**config.mk**
```make
export PLATFORM = sky130hd
export DESIGN_NAME = hpt_walker
export DESIGN_NICKNAME = d
export VERILOG_FILES = /design/src/rtl/hpt_pkg.sv /design/src/rtl/hpt_segfile.sv /design/src/rtl/hpt_hash.sv /design/src/rtl/hpt_match.sv /design/src/rtl/hpt_walker.sv
export SDC_FILE = /design/constraint.sdc
export NUM_CORES = 1
export LEC_CHECK = 0
export ABC_AREA = 1
export CAP_MARGIN = 20
export CELL_PAD_IN_SITES_DETAIL_PLACEMENT = 2
export CELL_PAD_IN_SITES_GLOBAL_PLACEMENT = 2
export CORE_MARGIN = 3
export CORE_UTILIZATION = 35
export CTS_BUF_LIST = sky130_fd_sc_hd__clkbuf_8
export DETAILED_ROUTE_END_ITERATION = 16
export PLACE_DENSITY = 0.91
export SLEW_MARGIN = 5
export SYNTH_ARGS = -nofsm -noshare
export SYNTH_HDL_FRONTEND = slang
export SYNTH_SLANG_ARGS = --single-unit
```
**constraint.sdc**
```tcl
create_clock -name clk -period 2.4 [get_ports clk]
set_input_delay 0.48 -clock clk [delete_from_list [all_inputs] [get_ports clk]]
set_output_delay 0.48 -clock clk [all_outputs]
set_load 0.005 [all_outputs]
```
**src/rtl/hpt_pkg.sv**
```systemverilog
package hpt_pkg;

  localparam int EA_W   = 32;
  localparam int VSID_W = 24;
  localparam int HASH_W = 19;
  localparam int PIDX_W = 16;
  localparam int API_W  = 6;
  localparam int RPN_W  = 20;
  localparam int OFS_W  = 12;
  localparam int PTE_W  = 64;

  // Entry layout, most significant field first.
  typedef struct packed {
    logic              valid;
    logic [VSID_W-1:0] vsid;
    logic              hsel;
    logic [API_W-1:0]  api;
    logic [RPN_W-1:0]  rpn;
    logic [2:0]        rsv_a;
    logic              refd;
    logic              chg;
    logic [3:0]        wimg;
    logic              rsv_b;
    logic [1:0]        pp;
  } pte_t;

  typedef struct packed {
    logic              direct;
    logic              kprot_s;
    logic              kprot_u;
    logic              noexec;
    logic [3:0]        rsv;
    logic [VSID_W-1:0] vsid;
  } seg_t;

  typedef enum logic [1:0] {
    ST_IDLE  = 2'd0,
    ST_ISSUE = 2'd1,
    ST_WAIT  = 2'd2,
    ST_RESP  = 2'd3
  } walk_st_e;

endpackage

```
**src/rtl/hpt_segfile.sv**
```systemverilog
module hpt_segfile #(
  parameter int NUM_SEG = 16,
  parameter int SEG_W   = 32,
  localparam int IDX_W  = $clog2(NUM_SEG)
) (
  input  logic             clk,
  input  logic             rst_n,
  input  logic             wr_en,
  input  logic [IDX_W-1:0] wr_idx,
  input  logic [SEG_W-1:0] wr_data,
  input  logic [IDX_W-1:0] rd_idx,
  output logic [SEG_W-1:0] rd_data
);

  logic [SEG_W-1:0] regs [NUM_SEG];

  for (genvar i = 0; i < NUM_SEG; i++) begin : g_seg
    always_ff @(posedge clk or negedge rst_n) begin
      if (!rst_n)
        regs[i] <= '0;
      else if (wr_en && (wr_idx == IDX_W'(i)))
        regs[i] <= wr_data;
    end
  end

  assign rd_data = regs[rd_idx];

endmodule

```
**src/rtl/hpt_hash.sv**
```systemverilog
module hpt_hash #(
  parameter int ORG_W  = 16,
  parameter int MASK_W = 9
) (
  input  logic [hpt_pkg::VSID_W-1:0] vsid,
  input  logic [hpt_pkg::PIDX_W-1:0] page_idx,
  input  logic                       secondary,
  input  logic [ORG_W-1:0]           org,
  input  logic [MASK_W-1:0]          mask,
  output logic [hpt_pkg::EA_W-1:0]   group_addr
);
  import hpt_pkg::*;

  localparam int FIX_W = ORG_W - MASK_W;
  localparam int LOW_W = HASH_W - MASK_W;
  localparam int GRP_W = EA_W - ORG_W - LOW_W;

  logic [HASH_W-1:0] h_pri;
  logic [HASH_W-1:0] h_sel;
  logic [MASK_W-1:0] h_mid;

  always_comb begin
    h_pri = vsid[HASH_W-1:0] ^ {{(HASH_W-PIDX_W){1'b0}}, page_idx};
    h_sel = secondary ? ~h_pri : h_pri;
    h_mid = (h_sel[HASH_W-1 -: MASK_W] & mask) | org[MASK_W-1:0];
    group_addr = {org[ORG_W-1 -: FIX_W], h_mid, h_sel[LOW_W-1:0], {GRP_W{1'b0}}};
  end

endmodule

```
**src/rtl/hpt_match.sv**
```systemverilog
module hpt_match (
  input  hpt_pkg::pte_t                  entry,
  input  logic [hpt_pkg::VSID_W-1:0]     vsid,
  input  logic [hpt_pkg::API_W-1:0]      api,
  input  logic                           pass,
  output logic                           hit
);

  always_comb begin
    hit = entry.valid && (entry.vsid == vsid) &&
          (entry.hsel == pass) && (entry.api == api);
  end

endmodule

```
**src/rtl/hpt_walker.sv**
```systemverilog
module hpt_walker #(
  parameter int NUM_SEG     = 16,
  parameter int GROUP_SLOTS = 8,
  parameter int ORG_W       = 16,
  parameter int MASK_W      = 9
) (
  input  logic        clk,
  input  logic        rst_n,
  input  logic        seg_wr_en,
  input  logic [31:0] seg_wr_ea,
  input  logic [31:0] seg_wr_data,
  input  logic [15:0] cfg_org,
  input  logic [8:0]  cfg_mask,
  input  logic        req_valid,
  output logic        req_ready,
  input  logic [31:0] req_ea,
  input  logic        req_ifetch,
  output logic        mem_req_valid,
  input  logic        mem_req_ready,
  output logic [31:0] mem_req_addr,
  input  logic        mem_rsp_valid,
  input  logic [63:0] mem_rsp_data,
  output logic        rsp_valid,
  input  logic        rsp_ready,
  output logic        rsp_fault,
  output logic [31:0] rsp_pa,
  output logic [3:0]  rsp_wimg,
  output logic [1:0]  rsp_pp,
  output logic        rsp_ref,
  output logic        rsp_chg,
  output logic        rsp_secondary,
  output logic        busy
);
  import hpt_pkg::*;

  localparam int IDX_W   = $clog2(NUM_SEG);
  localparam int SLOT_W  = $clog2(GROUP_SLOTS);
  localparam int ENT_B   = $clog2(PTE_W / 8);
  localparam logic [SLOT_W-1:0] LAST_SLOT = SLOT_W'(GROUP_SLOTS - 1);

  walk_st_e          state_q;
  logic [EA_W-1:0]   ea_q;
  logic [VSID_W-1:0] vsid_q;
  logic              pass_q;
  logic [SLOT_W-1:0] slot_q;

  logic              res_fault_q;
  logic [EA_W-1:0]   res_pa_q;
  logic [3:0]        res_wimg_q;
  logic [1:0]        res_pp_q;
  logic              res_ref_q;
  logic              res_chg_q;
  logic              res_sec_q;

  // Segment register file, indexed by the top address nibble.
  logic [31:0] seg_raw;
  seg_t        seg_rd;

  hpt_segfile #(.NUM_SEG(NUM_SEG), .SEG_W(32)) u_segs (
    .clk     (clk),
    .rst_n   (rst_n),
    .wr_en   (seg_wr_en),
    .wr_idx  (seg_wr_ea[EA_W-1 -: IDX_W]),
    .wr_data (seg_wr_data),
    .rd_idx  (req_ea[EA_W-1 -: IDX_W]),
    .rd_data (seg_raw)
  );
  assign seg_rd = seg_t'(seg_raw);

  // Group address for the current pass.
  logic [EA_W-1:0] group_addr;

  hpt_hash #(.ORG_W(ORG_W), .MASK_W(MASK_W)) u_hash (
    .vsid       (vsid_q),
    .page_idx   (ea_q[EA_W-IDX_W-1 -: PIDX_W]),
    .secondary  (pass_q),
    .org        (cfg_org),
    .mask       (cfg_mask),
    .group_addr (group_addr)
  );

  // Compare of the returned entry.
  pte_t beat;
  logic beat_hit;
  assign beat = pte_t'(mem_rsp_data);

  hpt_match u_match (
    .entry (beat),
    .vsid  (vsid_q),
    .api   (ea_q[EA_W-IDX_W-1 -: API_W]),
    .pass  (pass_q),
    .hit   (beat_hit)
  );

  logic seg_fault;
  assign seg_fault = seg_rd.direct || (seg_rd.noexec && req_ifetch);

  always_ff @(posedge clk or negedge rst_n) begin
    if (!rst_n) begin
      state_q     <= ST_IDLE;
      ea_q        <= '0;
      vsid_q      <= '0;
      pass_q      <= 1'b0;
      slot_q      <= '0;
      res_fault_q <= 1'b0;
      res_pa_q    <= '0;
      res_wimg_q  <= '0;
      res_pp_q    <= '0;
      res_ref_q   <= 1'b0;
      res_chg_q   <= 1'b0;
      res_sec_q   <= 1'b0;
    end else begin
      unique case (state_q)
        ST_IDLE: begin
          if (req_valid) begin
            ea_q   <= req_ea;
            vsid_q <= seg_rd.vsid;
            pass_q <= 1'b0;
            slot_q <= '0;
            if (seg_fault) begin
              res_fault_q <= 1'b1;
              res_pa_q    <= '0;
              res_wimg_q  <= '0;
              res_pp_q    <= '0;
              res_ref_q   <= 1'b0;
              res_chg_q   <= 1'b0;
              res_sec_q   <= 1'b0;
              state_q     <= ST_RESP;
            end else begin
              state_q <= ST_ISSUE;
            end
          end
        end
        ST_ISSUE: begin
          if (mem_req_ready) state_q <= ST_WAIT;
        end
        ST_WAIT: begin
          if (mem_rsp_valid) begin
            if (beat_hit) begin
              res_fault_q <= 1'b0;
              res_pa_q    <= {beat.rpn, ea_q[OFS_W-1:0]};
              res_wimg_q  <= beat.wimg;
              res_pp_q    <= beat.pp;
              res_ref_q   <= beat.refd;
              res_chg_q   <= beat.chg;
              res_sec_q   <= pass_q;
              state_q     <= ST_RESP;
            end else if (slot_q == LAST_SLOT) begin
              if (!pass_q) begin
                pass_q  <= 1'b1;
                slot_q  <= '0;
                state_q <= ST_ISSUE;
              end else begin
                res_fault_q <= 1'b1;
                res_pa_q    <= '0;
                res_wimg_q  <= '0;
                res_pp_q    <= '0;
                res_ref_q   <= 1'b0;
                res_chg_q   <= 1'b0;
                res_sec_q   <= 1'b0;
                state_q     <= ST_RESP;
              end
            end else begin
              slot_q  <= slot_q + 1'b1;
              state_q <= ST_ISSUE;
            end
          end
        end
        ST_RESP: begin
          if (rsp_ready) state_q <= ST_IDLE;
        end
        default: state_q <= ST_IDLE;
      endcase
    end
  end

  assign req_ready     = (state_q == ST_IDLE);
  assign busy          = (state_q != ST_IDLE);
  assign mem_req_valid = (state_q == ST_ISSUE);
  assign mem_req_addr  = group_addr | (EA_W'(slot_q) << ENT_B);
  assign rsp_valid     = (state_q == ST_RESP);
  assign rsp_fault     = res_fault_q;
  assign rsp_pa        = res_pa_q;
  assign rsp_wimg      = res_wimg_q;
  assign rsp_pp        = res_pp_q;
  assign rsp_ref       = res_ref_q;
  assign rsp_chg       = res_chg_q;
  assign rsp_secondary = res_sec_q;

endmodule

```
==> reports/qor.txt <==
CP Launch Type: flip-flop
Core ar.: 0.06622 mm2
WL final: 127800 um
Rows: 94
Seq/Total Area, Yosys: 0.5485
Pwr Total: 29.18 mW
Post-synth cell types: 30
Clock tree buffer depth: 3
DRC Markers: 0
Most used flip-flop cell after synthesis: dfrtp_1
Switching power: 11.54 mW
Max Slew Vio Count: 0
Largest net degree at the start of global routing: 97
Vias per cell: 6.228
Synth-to-Final Area Change: 24.16%
Post-synth EDFFs: 0
PD cells: 998.3 mW/mm2
Syn. warnings: 0
IO Port Bufs: 215
Internal power: 17.64 mW
H-tree levels: 3
Worst skew pair latency: 730 ps
Worst Tran Pin Value: 829.1 ps
Vias in the first global route: 28374
Gate Count Post-Synth: 2854
Max-cap violations: 0
Die width: 265.4 um
Final Util: 0.4414
Worst EP required: 1920 ps
CP Capture Type: output port
DIE AREA: 0.07041 mm2
Switching share of power: 0.3956
CP Class: flip-flop to output port
I/O pin count: 271
Initial core utilization: 0.3555
Gr ovfl total: 0
Mean post-synth cell area: 8.249 um2
Post-route ant nets: 0
Post-synthesis async set-or-reset flop share: 1.000
VDD IR-drop max: 0.4434 mV
Placement Setup Slack: -301.0 ps
Share of layout cells above drive strength 1: 0.1077
Crit share post-route: 1.087
Vias post-DR: 24719
Final critical-path required period: 2608 ps
Fmax: 0.3835 GHz
Final setup violation count: 49
Routability Congestion: 0.8672
Clock network power share: 0.297
Global Route Usage Sum: 0.3526
Initial drt markers: 2614
FILL cells: 7038
Outcome: finished with violations
Clock root buffer: clkbuf_8
Dpl hpwl: 64470 um
Num CTS Buffers: 90
Failing checks: negative setup slack
DIE HEIGHT: 265.4 um
Worst-path clk slew: 70 ps
Part of the power in combinational logic: 0.265
Layout Nets: 3232
Max Fanout on Critical Path: 6
DR pass1 iterations: 7
Reg power frac: 0.438
Fin area: 0.02923 mm2
Clock sinks: 516
#FFs+latches synth: 516
First-pass GRT wire length: 187600 um
Placed cell areas: 0.02705 mm2
CP Data Arrival Time: 2130 ps
Slew HR: 0.4473
RSZ-0062 raised after global routing: true
Layout Skew: 40.79 ps
Post-Syn Area: 0.02354 mm2
P_leak: 13.63 nW
Worst min path class: input port to asynchronous set/reset pin
Final setup margin: -207.8 ps
Hold Fails Final Rpt: 0
Initial antenna violation count: 4
Wire length per cell: 32.19 um
CTS tree: built
## cell families (layout without fill, tap and decap cells)
| kind of cell | Yosys count | after routing | synth area share |
|---|---|---|---|
| and+or+nand+nor | 1134 | 1134 | 0.1885 |
| AOI/OAI and AO/OA | 789 | 789 | 0.1846 |
| xor gates and xnor gates | 30 | 30 | 0.01116 |
| DFF | 516 | 516 | 0.5485 |
| adders and majority gates | 2 | 2 | 0.001063 |
| buffers and inverters | 382 | 627 | 0.06611 |
| other | 1 | 7 | 0.0001593 |
## worst paths after layout
kind	slack [ps]	depth (start not counted)	startpoint	endpoint
worst max-delay path	-210	5	pass_q$_DFFE_PN0P_	mem_req_addr[18]
worst min-delay path	320	2	rst_n	u_segs.regs[464]$_DFFE_PN0P_
worst max register to register	-150	15	pass_q$_DFFE_PN0P_	rsp_pa[17]$_DFFE_PN0P_
worst min register to register	490	2	u_segs.regs[115]$_DFFE_PN0P_	u_segs.regs[115]$_DFFE_PN0P_
max in group asynchronous	1120	4	rst_n	u_segs.regs[483]$_DFFE_PN0P_
min in group clk	320	3	req_ea[27]	ea_q[27]$_DFFE_PN0P_
## Yosys cell counts, drive strengths merged, types with 7 or more instances
| cell | count | area (um2) |
|---|---|---|
| nand2 | 666 | 2515 |
| o21ai | 600 | 3003 |
| dfrtp | 516 | 12910 |
| nor2 | 358 | 1351 |
| clkbuf | 185 | 694.4 |
| inv | 153 | 574.3 |
| nand3 | 103 | 515.5 |
| o221ai | 78 | 683.2 |
| a21oi | 50 | 250.2 |
| buf | 44 | 287.8 |
| a31oi | 24 | 150.1 |
| xor2 | 19 | 166.4 |
| o22ai | 18 | 112.6 |
| xnor2 | 11 | 96.34 |
| o21a | 9 | 67.56 |
| o21bai | 7 | 52.55 |
## final cells by class
| class | instances | area [um2] | area share |
|---|---|---|---|
| antenna | 4 | 10.01 | 0.0003424 |
| tap | 864 | 1081 | 0.03698 |
| inverter | 153 | 589.3 | 0.02016 |
| timing repair buffer | 317 | 3430 | 0.1173 |
| clock buffer | 112 | 1541 | 0.05274 |
| sequential | 516 | 12930 | 0.4423 |
| multi-input combinational | 1958 | 9412 | 0.3220 |
| timing repair inverter | 1 | 11.26 | 0.0003852 |
| clock inverter | 44 | 229.0 | 0.007833 |
## sequential cells by signal, summed over array words and instances (netlist names)
name,flops
ea_q,28
pass_q,1
rsp_chg,1
rsp_fault,1
rsp_pa,32
rsp_pp,2
rsp_ref,1
rsp_secondary,1
rsp_wimg,4
slot_q,3
state_q,2
u_segs.regs,416
vsid_q,24
## per-stage QoR
step | hold WS, ps | TNS, ps | instances
after floorplan | 184.4 | 0 | 2856
after global placement | 444.2 | -4558 | 3792
after detailed placement | 441.6 | -12220 | 3792
after CTS | 291.5 | -799.5 | 3961
after global routing | 326.0 | -3848 | 3966
final | 319.5 | -2672 | 3969
## power by group through the flow
stage | registers (mW) | logic (mW) | clock network (mW)
after global routing | 12.8 | 8.26 | 9.09
after global placement | 12.1 | 5.77 | 0
after CTS | 12.5 | 7.18 | 8.58
after floorplan | 11.6 | 3.63 | 0
after detailed placement | 12.4 | 6.51 | 0
final | 12.8 | 7.73 | 8.67
## cells in the final DEF (no fill, tap or decap), types with 7 or more instances in the layout
master	netlist	routed
nand2_1	664	646
o21a_1	9	9
xor2_1	19	10
dfrtp_1	516	504
inv_2	7	7
clkinv_2	0	10
nand2_2	0	16
a21oi_1	50	50
inv_1	146	171
clkbuf_8	0	112
o221ai_1	78	78
o22ai_1	18	18
nand3_1	103	97
buf_4	19	52
o21ai_0	593	593
buf_12	0	45
clkdlybuf4s50_1	0	189
dfrtp_2	0	12
a31oi_1	24	24
o21bai_1	7	7
buf_2	17	12
o21ai_1	7	7
nor2_2	0	8
nor2_1	357	345
## critical path, cell delays in order, from the launching register on
cell      delay [ps]
dfrtp_2          480
buf_12           180
xor2_4           190
nor2_2           280
o21bai_1         120
buf_2            140
## repair_timing
action	CTS	global route
endpoints found under the hold margin	36	0
endpoints found under the setup margin	23	61
buffers inserted	11	4
pin swaps	8	14
hold buffers	1	0
resized for setup	105	40
gates cloned	1	0
## layer usage
layer | share of wire | vias up | track usage
met1 | 0.36 | 12669 | 0.3906
met4 | 0.080 | 6 | 0.2553
li1 | - | 9757 | -
met2 | 0.48 | 1640 | 0.6014
met3 | 0.079 | 647 | 0.07677
met5 | 0.00034 | - | 0
Note: power is estimated with default switching activity, not from simulation.
